[src/rtl/race_arc_pkg.sv]
package race_arc_pkg;
    typedef enum logic [1:0] {
        ST_IDLE  = 2'd0,
        ST_CMP   = 2'd1,
        ST_WRITE = 2'd2
    } rec_state_e;
endpackage

[src/rtl/rar_icount.sv]
module rar_icount #(
    parameter int IC_W = 32
) (
    input  logic            clk,
    input  logic            rst_n,
    input  logic            step,
    output logic [IC_W-1:0] count
);
    always_ff @(posedge clk) begin
        if (!rst_n) begin
            count <= '0;
        end else if (step) begin
            count <= count + 1'b1;
        end
    end
endmodule

[src/rtl/rar_blk_table.sv]
module rar_blk_table #(
    parameter int NBLK = 16,
    parameter int IC_W = 32,
    localparam int BLK_W = $clog2(NBLK)
) (
    input  logic             clk,
    input  logic             rst_n,
    input  logic             wr_en,
    input  logic [BLK_W-1:0] wr_blk,
    input  logic [IC_W-1:0]  wr_cnt,
    input  logic             rd_en,
    input  logic [BLK_W-1:0] rd_blk,
    output logic [IC_W-1:0]  rd_cnt
);
    logic [IC_W-1:0] last_q [NBLK];

    for (genvar b = 0; b < NBLK; b++) begin : g_ent
        always_ff @(posedge clk) begin
            if (!rst_n) begin
                last_q[b] <= '0;
            end else if (wr_en && (wr_blk == BLK_W'(b))) begin
                last_q[b] <= wr_cnt;
            end
        end
    end

    always_ff @(posedge clk) begin
        if (!rst_n) begin
            rd_cnt <= '0;
        end else if (rd_en) begin
            rd_cnt <= last_q[rd_blk];
        end
    end
endmodule

[src/rtl/rar_vec.sv]
module rar_vec #(
    parameter int NPROC    = 4,
    parameter int IC_W     = 32,
    parameter int LOCAL_ID = 1,
    localparam int PID_W = $clog2(NPROC)
) (
    input  logic             clk,
    input  logic             rst_n,
    input  logic [PID_W-1:0] sel,
    input  logic             wr_en,
    input  logic [IC_W-1:0]  wr_cnt,
    output logic [IC_W-1:0]  rd_cnt
);
    logic [IC_W-1:0] seen [NPROC];

    for (genvar p = 0; p < NPROC; p++) begin : g_src
        if (p == LOCAL_ID) begin : g_self
            assign seen[p] = '0;
        end else begin : g_remote
            logic [IC_W-1:0] ent_q;
            always_ff @(posedge clk) begin
                if (!rst_n) begin
                    ent_q <= '0;
                end else if (wr_en && (sel == PID_W'(p))) begin
                    ent_q <= wr_cnt;
                end
            end
            assign seen[p] = ent_q;
        end
    end

    assign rd_cnt = seen[sel];
endmodule

[src/rtl/race_arc_rec.sv]
module race_arc_rec
    import race_arc_pkg::*;
#(
    parameter int NPROC    = 4,
    parameter int NBLK     = 16,
    parameter int IC_W     = 32,
    parameter int LOCAL_ID = 1,
    localparam int PID_W = $clog2(NPROC),
    localparam int BLK_W = $clog2(NBLK),
    localparam int LOG_W = 2 * PID_W + 2 * IC_W
) (
    input  logic             clk,
    input  logic             rst_n,
    input  logic             cmt_valid,
    input  logic             cmt_is_mem,
    input  logic [BLK_W-1:0] cmt_blk,
    input  logic             req_valid,
    input  logic [BLK_W-1:0] req_blk,
    input  logic             req_inv,
    output logic             rsp_valid,
    output logic [IC_W-1:0]  rsp_cnt,
    output logic             rsp_is_ack,
    input  logic             rep_valid,
    input  logic [PID_W-1:0] rep_src,
    input  logic [IC_W-1:0]  rep_cnt,
    output logic             rep_ready,
    input  logic             log_full,
    output logic             log_valid,
    output logic [LOG_W-1:0] log_data
);
    localparam logic [PID_W-1:0] LID = PID_W'(LOCAL_ID);

    rec_state_e      state_q, state_d;
    logic [IC_W-1:0] ic;
    logic [IC_W-1:0] ic_next;
    logic [PID_W-1:0] cap_src;
    logic [IC_W-1:0] cap_cnt;
    logic [IC_W-1:0] cap_dst;
    logic [IC_W-1:0] vec_cnt;
    logic            take;
    logic            fresh;
    logic            vec_wr;

    assign ic_next = ic + 1'b1;

    rar_icount #(.IC_W(IC_W)) u_ic (
        .clk   (clk),
        .rst_n (rst_n),
        .step  (cmt_valid),
        .count (ic)
    );

    rar_blk_table #(.NBLK(NBLK), .IC_W(IC_W)) u_tbl (
        .clk    (clk),
        .rst_n  (rst_n),
        .wr_en  (cmt_valid && cmt_is_mem),
        .wr_blk (cmt_blk),
        .wr_cnt (ic_next),
        .rd_en  (req_valid),
        .rd_blk (req_blk),
        .rd_cnt (rsp_cnt)
    );

    rar_vec #(.NPROC(NPROC), .IC_W(IC_W), .LOCAL_ID(LOCAL_ID)) u_vec (
        .clk    (clk),
        .rst_n  (rst_n),
        .sel    (cap_src),
        .wr_en  (vec_wr),
        .wr_cnt (cap_cnt),
        .rd_cnt (vec_cnt)
    );

    always_ff @(posedge clk) begin
        if (!rst_n) begin
            rsp_valid  <= 1'b0;
            rsp_is_ack <= 1'b0;
        end else begin
            rsp_valid  <= req_valid;
            rsp_is_ack <= req_valid && req_inv;
        end
    end

    // reply capture
    assign take = rep_valid && rep_ready;

    always_ff @(posedge clk) begin
        if (!rst_n) begin
            cap_src <= '0;
            cap_cnt <= '0;
            cap_dst <= '0;
        end else if (take) begin
            cap_src <= rep_src;
            cap_cnt <= rep_cnt;
            cap_dst <= ic_next;
        end
    end

    assign fresh = (cap_src != LID) && (cap_cnt > vec_cnt);

    // state register
    always_ff @(posedge clk) begin
        if (!rst_n) begin
            state_q <= ST_IDLE;
        end else begin
            state_q <= state_d;
        end
    end

    // next state and outputs
    always_comb begin
        state_d   = state_q;
        rep_ready = 1'b0;
        vec_wr    = 1'b0;
        log_valid = 1'b0;
        unique case (state_q)
            ST_IDLE: begin
                rep_ready = 1'b1;
                if (rep_valid) state_d = ST_CMP;
            end
            ST_CMP: begin
                if (fresh) begin
                    vec_wr  = 1'b1;
                    state_d = ST_WRITE;
                end else begin
                    state_d = ST_IDLE;
                end
            end
            ST_WRITE: begin
                if (!log_full) begin
                    log_valid = 1'b1;
                    state_d   = ST_IDLE;
                end
            end
            default: state_d = ST_IDLE;
        endcase
    end

    assign log_data = {cap_src, cap_cnt, LID, cap_dst};
endmodule

[config.mk]
export PLATFORM = sky130hd
export DESIGN_NAME = race_arc_rec
export DESIGN_NICKNAME = d
export VERILOG_FILES = /design/src/rtl/race_arc_pkg.sv /design/src/rtl/rar_icount.sv /design/src/rtl/rar_blk_table.sv /design/src/rtl/rar_vec.sv /design/src/rtl/race_arc_rec.sv
export SDC_FILE = /design/constraint.sdc
export NUM_CORES = 1
export LEC_CHECK = 0
export BUFFER_PORTS_ARGS = -buffer_cell sky130_fd_sc_hd__buf_4
export CAP_MARGIN = 0
export CORE_MARGIN = 2
export CORE_UTILIZATION = 35
export CTS_BUF_LIST = sky130_fd_sc_hd__clkbuf_16
export DETAILED_ROUTE_END_ITERATION = 12
export PLACE_DENSITY = 0.53
export SLEW_MARGIN = 25
export SYNTH_ARGS = -nofsm -noshare
export SYNTH_HDL_FRONTEND = slang
export SYNTH_SLANG_ARGS = --single-unit
export TNS_END_PERCENT = 10
[constraint.sdc]
create_clock -name clk -period 6.2 [get_ports clk]
set_input_delay 1.55 -clock clk [delete_from_list [all_inputs] [get_ports clk]]
set_output_delay 1.55 -clock clk [all_outputs]
set_load 0.01 [all_outputs]
## Word-level counts from Yosys, hierarchy flattened

Memory sizes are Yosys's and may differ from the RTL's. A register that Yosys moved wholly into a read port is not among the register bits.
Cells that the tools add are included.

- Flip-flop bits (word level): 198
- Output and inout bits: 104
- RAM bits: 512
- Logic and storage cells: 158
- Memories: 1
- Bits of input ports: 50

- Add/subtract/negate cells: 1
- Order comparisons: 2
- Reduce and logical (&&, ||, !) cells: 28
- Bitwise logic cells: 17
- Muxes and demuxes: 77
- Equality and inequality tests: 22

Memories:

| name | words | bits a word | read ports | clocked after memory_dff | wr ports | RTL line | text |
|---|---|---|---|---|---|---|---|
| u_tbl.last_q | 16 | 32 | 1 | 1 | 16 | rar_blk_table.sv:15 | `logic [IC_W-1:0] last_q [NBLK];` |

Operators by type and width:

| cell | count |
|---|---|
| two-way mux 32 bit | 18 |
| binary-select mux 32 bit (select 2 bit) | 1 |
| two-way mux 1 bit | 54 |
| adder 32 x 1 -> 32 bit (second input constant) | 1 |
| == test 4 bit (second input constant) | 8 |
| greater-than comparator 32 bit | 1 |
| logical AND 1 bit | 23 |
| == test 4 x 3 -> 1 bit (second input constant) | 4 |
| OR 1 bit | 16 |
| == test 4 x 2 -> 1 bit (second input constant) | 2 |
| == test 2 bit (second input constant) | 3 |
| two-way mux 2 bit | 3 |
| case mux 2 bit (3 select lines) | 1 |
| == test 4 x 1 -> 1 bit (second input constant) | 1 |
| logical NOT 2 bit | 2 |
| logical NOT 4 bit | 1 |
| != test 2 bit (second input constant) | 2 |
| greater-or-equal comparator 3 bit (second input constant) | 1 |
| NOT 2 -> 3 bit | 1 |
| == test 2 x 1 -> 1 bit (second input constant) | 1 |
| != test 2 x 1 -> 1 bit (second input constant) | 1 |
| AND reduction 2 bit | 1 |
| logical NOT 1 bit | 1 |

## Depth between registers and ports, before layout

- Depth after elaboration: 9
- Mapped depth: 12

## Hierarchy

Synthesis repeated with hierarchy kept, for this count alone.

- Cell total of the unflattened synthesis: 2930
- Area, all modules: 34165.3 um^2

Modules (own cells, without submodules):

| module | cells an instance | area an instance (um^2) | times used |
|---|---|---|---|
| rar_blk_table | 1834 | 24413.4 | 1 |
| rar_vec | 425 | 4251.6 | 1 |
| race_arc_rec | 495 | 3937.5 | 1 |
| rar_icount | 176 | 1562.7 | 1 |

## Worst setup path after synthesis

Ideal clock, no wire load.

- Kind: input -> register
- From: in cmt_blk[1]
- To: mem u_tbl.last_q[12][0], enable pin
- Stages on the path: 3
- Setup slack: 1.381 ns
- Arrival: 4.353 ns
- Path buffers: 1
- Cells stage by stage: clkbuf_1 or2_2 o21ai_0

RTL lines:

| item | RTL line | text |
|---|---|---|
| start: declaration | race_arc_rec.sv:16 | `input logic [BLK_W-1:0] cmt_blk,` |
| end: declaration | rar_blk_table.sv:15 |  |

## Final worst setup path

- From: reg cap_src[0]
- To: reg u_vec.g_src[2].g_remote.ent_q[6]

- Word-level cells in the longest chain between the ends: 9
- Elaborated cells on any way between the ends: 11

RTL lines:

| item | RTL line | text |
|---|---|---|
| start: declaration | race_arc_rec.sv:36 | `logic [PID_W-1:0] cap_src;` |
| start signal: assignment | race_arc_rec.sv:92 | `cap_src <= rep_src;` |
| NOT 2 -> 3 bit (implied by the code) | rar_vec.sv:32 | `assign rd_cnt = seen[sel];` |
| binary-select mux 32 bit (select 2 bit) | rar_vec.sv:32 |  |
| two-way mux 32 bit (implied by the code) (2 in a row) | rar_vec.sv:32 |  |
| greater-than comparator 32 bit | race_arc_rec.sv:98 | `assign fresh = (cap_src != LID) && (cap_cnt > vec_cnt);` |
| logical AND 1 bit | race_arc_rec.sv:98 |  |
| two-way mux 1 bit | race_arc_rec.sv:121 | `if (fresh) begin` |
| two-way mux 1 bit | race_arc_rec.sv:115 | `unique case (state_q)` |
| logical AND 1 bit (*) | rar_vec.sv:24 | `end else if (wr_en && (sel == PID_W'(p))) begin` |
| end signal: assignment | rar_vec.sv:25 | `ent_q <= wr_cnt;` |
| end: declaration | rar_vec.sv:20 | `logic [IC_W-1:0] ent_q;` |

Mark *: on every way between the ends. The rest lies on a longest branch, timed or not. The select of a mux whose other input is x is not followed.
A chain may end at the register's enable or synchronous reset.

==> out/metrics.yaml <==
critical_path:
  regToRegSetupSlack_ps: 1710
  path_class: "reg2reg"
  critPathRequiredTime_ps: 6730
  startpoint_type: "flip-flop"
  endpoint_kind: "flip-flop"
  crit_fanout: 37
  critPathArrivalTime_ps: 5020
power:
  vdd_drop_max_uv: 211
  power_per_cell_area_mw_per_mm2: 296
  p_leak_nw: 13.6
  power_mw: 10.9
finish:
  layout.nets: 2663
  fin_cells: 3820
  finish.utilization: 0.411
  area_delta_synth_final_pct: 16.2
  diodes: 0
  drive_gt1_frac: 0.212
die:
  fp.dieW_microns: 306
  start_util: 0.353
  ioPinCount: 154
  dieArea_sq_mm: 0.0934
  core_area_sq_mm: 0.0901
  die_h_microns: 306
  num_rows: 110
route:
  dr.pass1.iters: 5
  wl_per_cell_microns: 24.5
  vias: 20600
  via_per_inst: 5.39
  drt_iter0_drc: 2136
  routed_wl_microns: 93500
  drc: 0
  ant_nets: 0
timing:
  maxSlewViolCount: 0
  fmax_mhz: 223
  finalCritPeriodShare: 0.724
  finalClockSkew_ps: 37.3
  hold_violations: 0
  rsz0062_at_grt: "no"
  worst-slew-pin-transition_ps: 1040
  setup_tns_ps: 0
  relSlewSlack: 0.302
  period_minus_slack_ps: 4490
  setup_viol: 0
run:
  cap_viol_max_count: 0
logic_synthesis:
  ys_async_sr_fraction: 0
  synthesis.area_sq_mm: 0.0318
  yosys_warnings: 0
  synth_area_leaders: "edfxtp_1, dfxtp_1, mux4_2"
  synth_cells: 2463
  synth.most_common_cell: "nor2_1"
  avgSynthCellArea_sq_um: 12.9
  yosysTopAreaCell: "edfxtp_1"
  syn-num-nets: 2546
  synth_top_area_frac: 0.483
  ys_ff_latch: 742
  ys_top_cells_by_count: "nor2_1, edfxtp_1, nand2_1"
  synth.distinct_cells: 48
  synth-seq-area-share: 0.627
  synth_edf_count: 512
  ys.flop_type: "edfxtp_1"
cts:
  clkLatencyLatePin_ps: 640
  cts_max_level: 3
  numCtsBuffers: 82
  cts_tree: "built"
  clkTransAtPathRegs_ps: 50
  cts_setup_buffers: 0
  clkSinkCount: 742
  cts-root-buf: "clkbuf_16"
  cts_buffer_depth: 3
  post_cts_resized: 0
  hold_buffers: 0
placement:
  routabilityCongestion: 0.787
  hpwl_microns: 54900
  dp.cells: 3670
  io_buffers: 151
global_route:
  grt_pass1_vias: 20900
  antenna_found_initial: 3
  grt_max_degree: 106
  grt_use_total: 0.200
  grt_pass1_wl_microns: 139000
  grt_overflow_total: 0
status:
  outcome: "finished clean"
min_path:
  worstHoldPathType: "reg2reg"
state kept, by name, summed over array words and instances (netlist names):
| name | flops |
|---|---|
| u_vec.g_src.g_remote.ent_q | 96 |
| u_tbl.last_q | 512 |
| u_ic.count | 32 |
| u_tbl.rd_cnt | 32 |
| cap_cnt | 32 |
| rsp_is_ack | 1 |
| cap_dst | 32 |
| rsp_valid | 1 |
| state_q | 2 |
| cap_src | 2 |
layout by cell type (no fill, tap or decap), types with 34 or more instances in the layout:
| cell type | Yosys | final |
|---|---|---|
| nand2_1 | 241 | 240 |
| buf_4 | 2 | 225 |
| edfxtp_1 | 512 | 512 |
| nor2_1 | 611 | 610 |
| mux2i_1 | 129 | 129 |
| mux4_2 | 160 | 160 |
| clkbuf_16 | 0 | 82 |
| xor2_1 | 45 | 45 |
| a21oi_1 | 58 | 58 |
| dfxtp_1 | 230 | 230 |
| inv_1 | 5 | 34 |
layer usage:
metal,up-vias,track usage,share of wire
li1,9088,-,-
met1,10500,0.267,0.42
met2,791,0.332,0.49
met3,171,0.0322,0.069
met4,4,0.0656,0.028
met5,-,0,0.00025
worst paths after layout:
kind         depth (start not counted)                                end                         startpoint
min                                  2  u_vec.g_src[2].g_remote.ent_q[19]  u_vec.g_src[2].g_remote.ent_q[19]
max                                 11   u_vec.g_src[2].g_remote.ent_q[6]                         cap_src[0]
max reg2reg                         11   u_vec.g_src[2].g_remote.ent_q[6]                         cap_src[0]
min reg2reg                          2  u_vec.g_src[2].g_remote.ent_q[19]  u_vec.g_src[2].g_remote.ent_q[19]
power breakdown:
| part | switching, mW | leakage (nW) | internal (mW) |
|---|---|---|---|
| clock network | 1.99 | 1.31 | 2.53 |
| logic | 0.538 | 5.02 | 0.352 |
| registers | 0.0882 | 7.32 | 5.44 |
| total | 2.62 | 13.6 | 8.32 |
worst max-delay path, stage by stage (launching register included):
cell	delay [ps]
dfxtp_1	370
buf_4	500
mux2_2	410
a22oi_1	160
ha_1	190
nand4_1	190
or4_1	620
o21ai_0	240
a21oi_1	190
o211ai_4	810
buf_4	440
mux2i_1	240
logic make-up after synthesis:
family | synth area share
multiplexers | 0.165
XOR/XNOR | 0.0162
adder cells (fa/ha/maj) | 0.0130
other | 0.000236
AO/OA/AOI/OAI | 0.0318
flip-flops | 0.627
buffers and inverters | 0.0273
AND/OR/NAND/NOR | 0.119
through the flow:
| step | worst slack, ps | cell area (sq um) | hold slack, ps |
|---|---|---|---|
| 6_report | 1710 | 37000 | 455 |
| 5_1_grt | 1360 | 37000 | 476 |
| 4_1_cts | 1690 | 36900 | 458 |
| 3_5_place_dp | 1730 | 34500 | 448 |
| 3_3_place_gp | 1620 | 34400 | 441 |
| 2_1_floorplan | 1380 | 31800 | 434 |
cell type report:
cell class,count,area (sq um)
flip-flops and latches,742,20000
clock buffers,82,2050
inverters,6,25.0
multi-input cells,1516,11200
repair buffers,232,1830
well taps,1176,1470
clock inverters,66,408
fillers,8323,53100
Power figures use the tool's default switching activity.
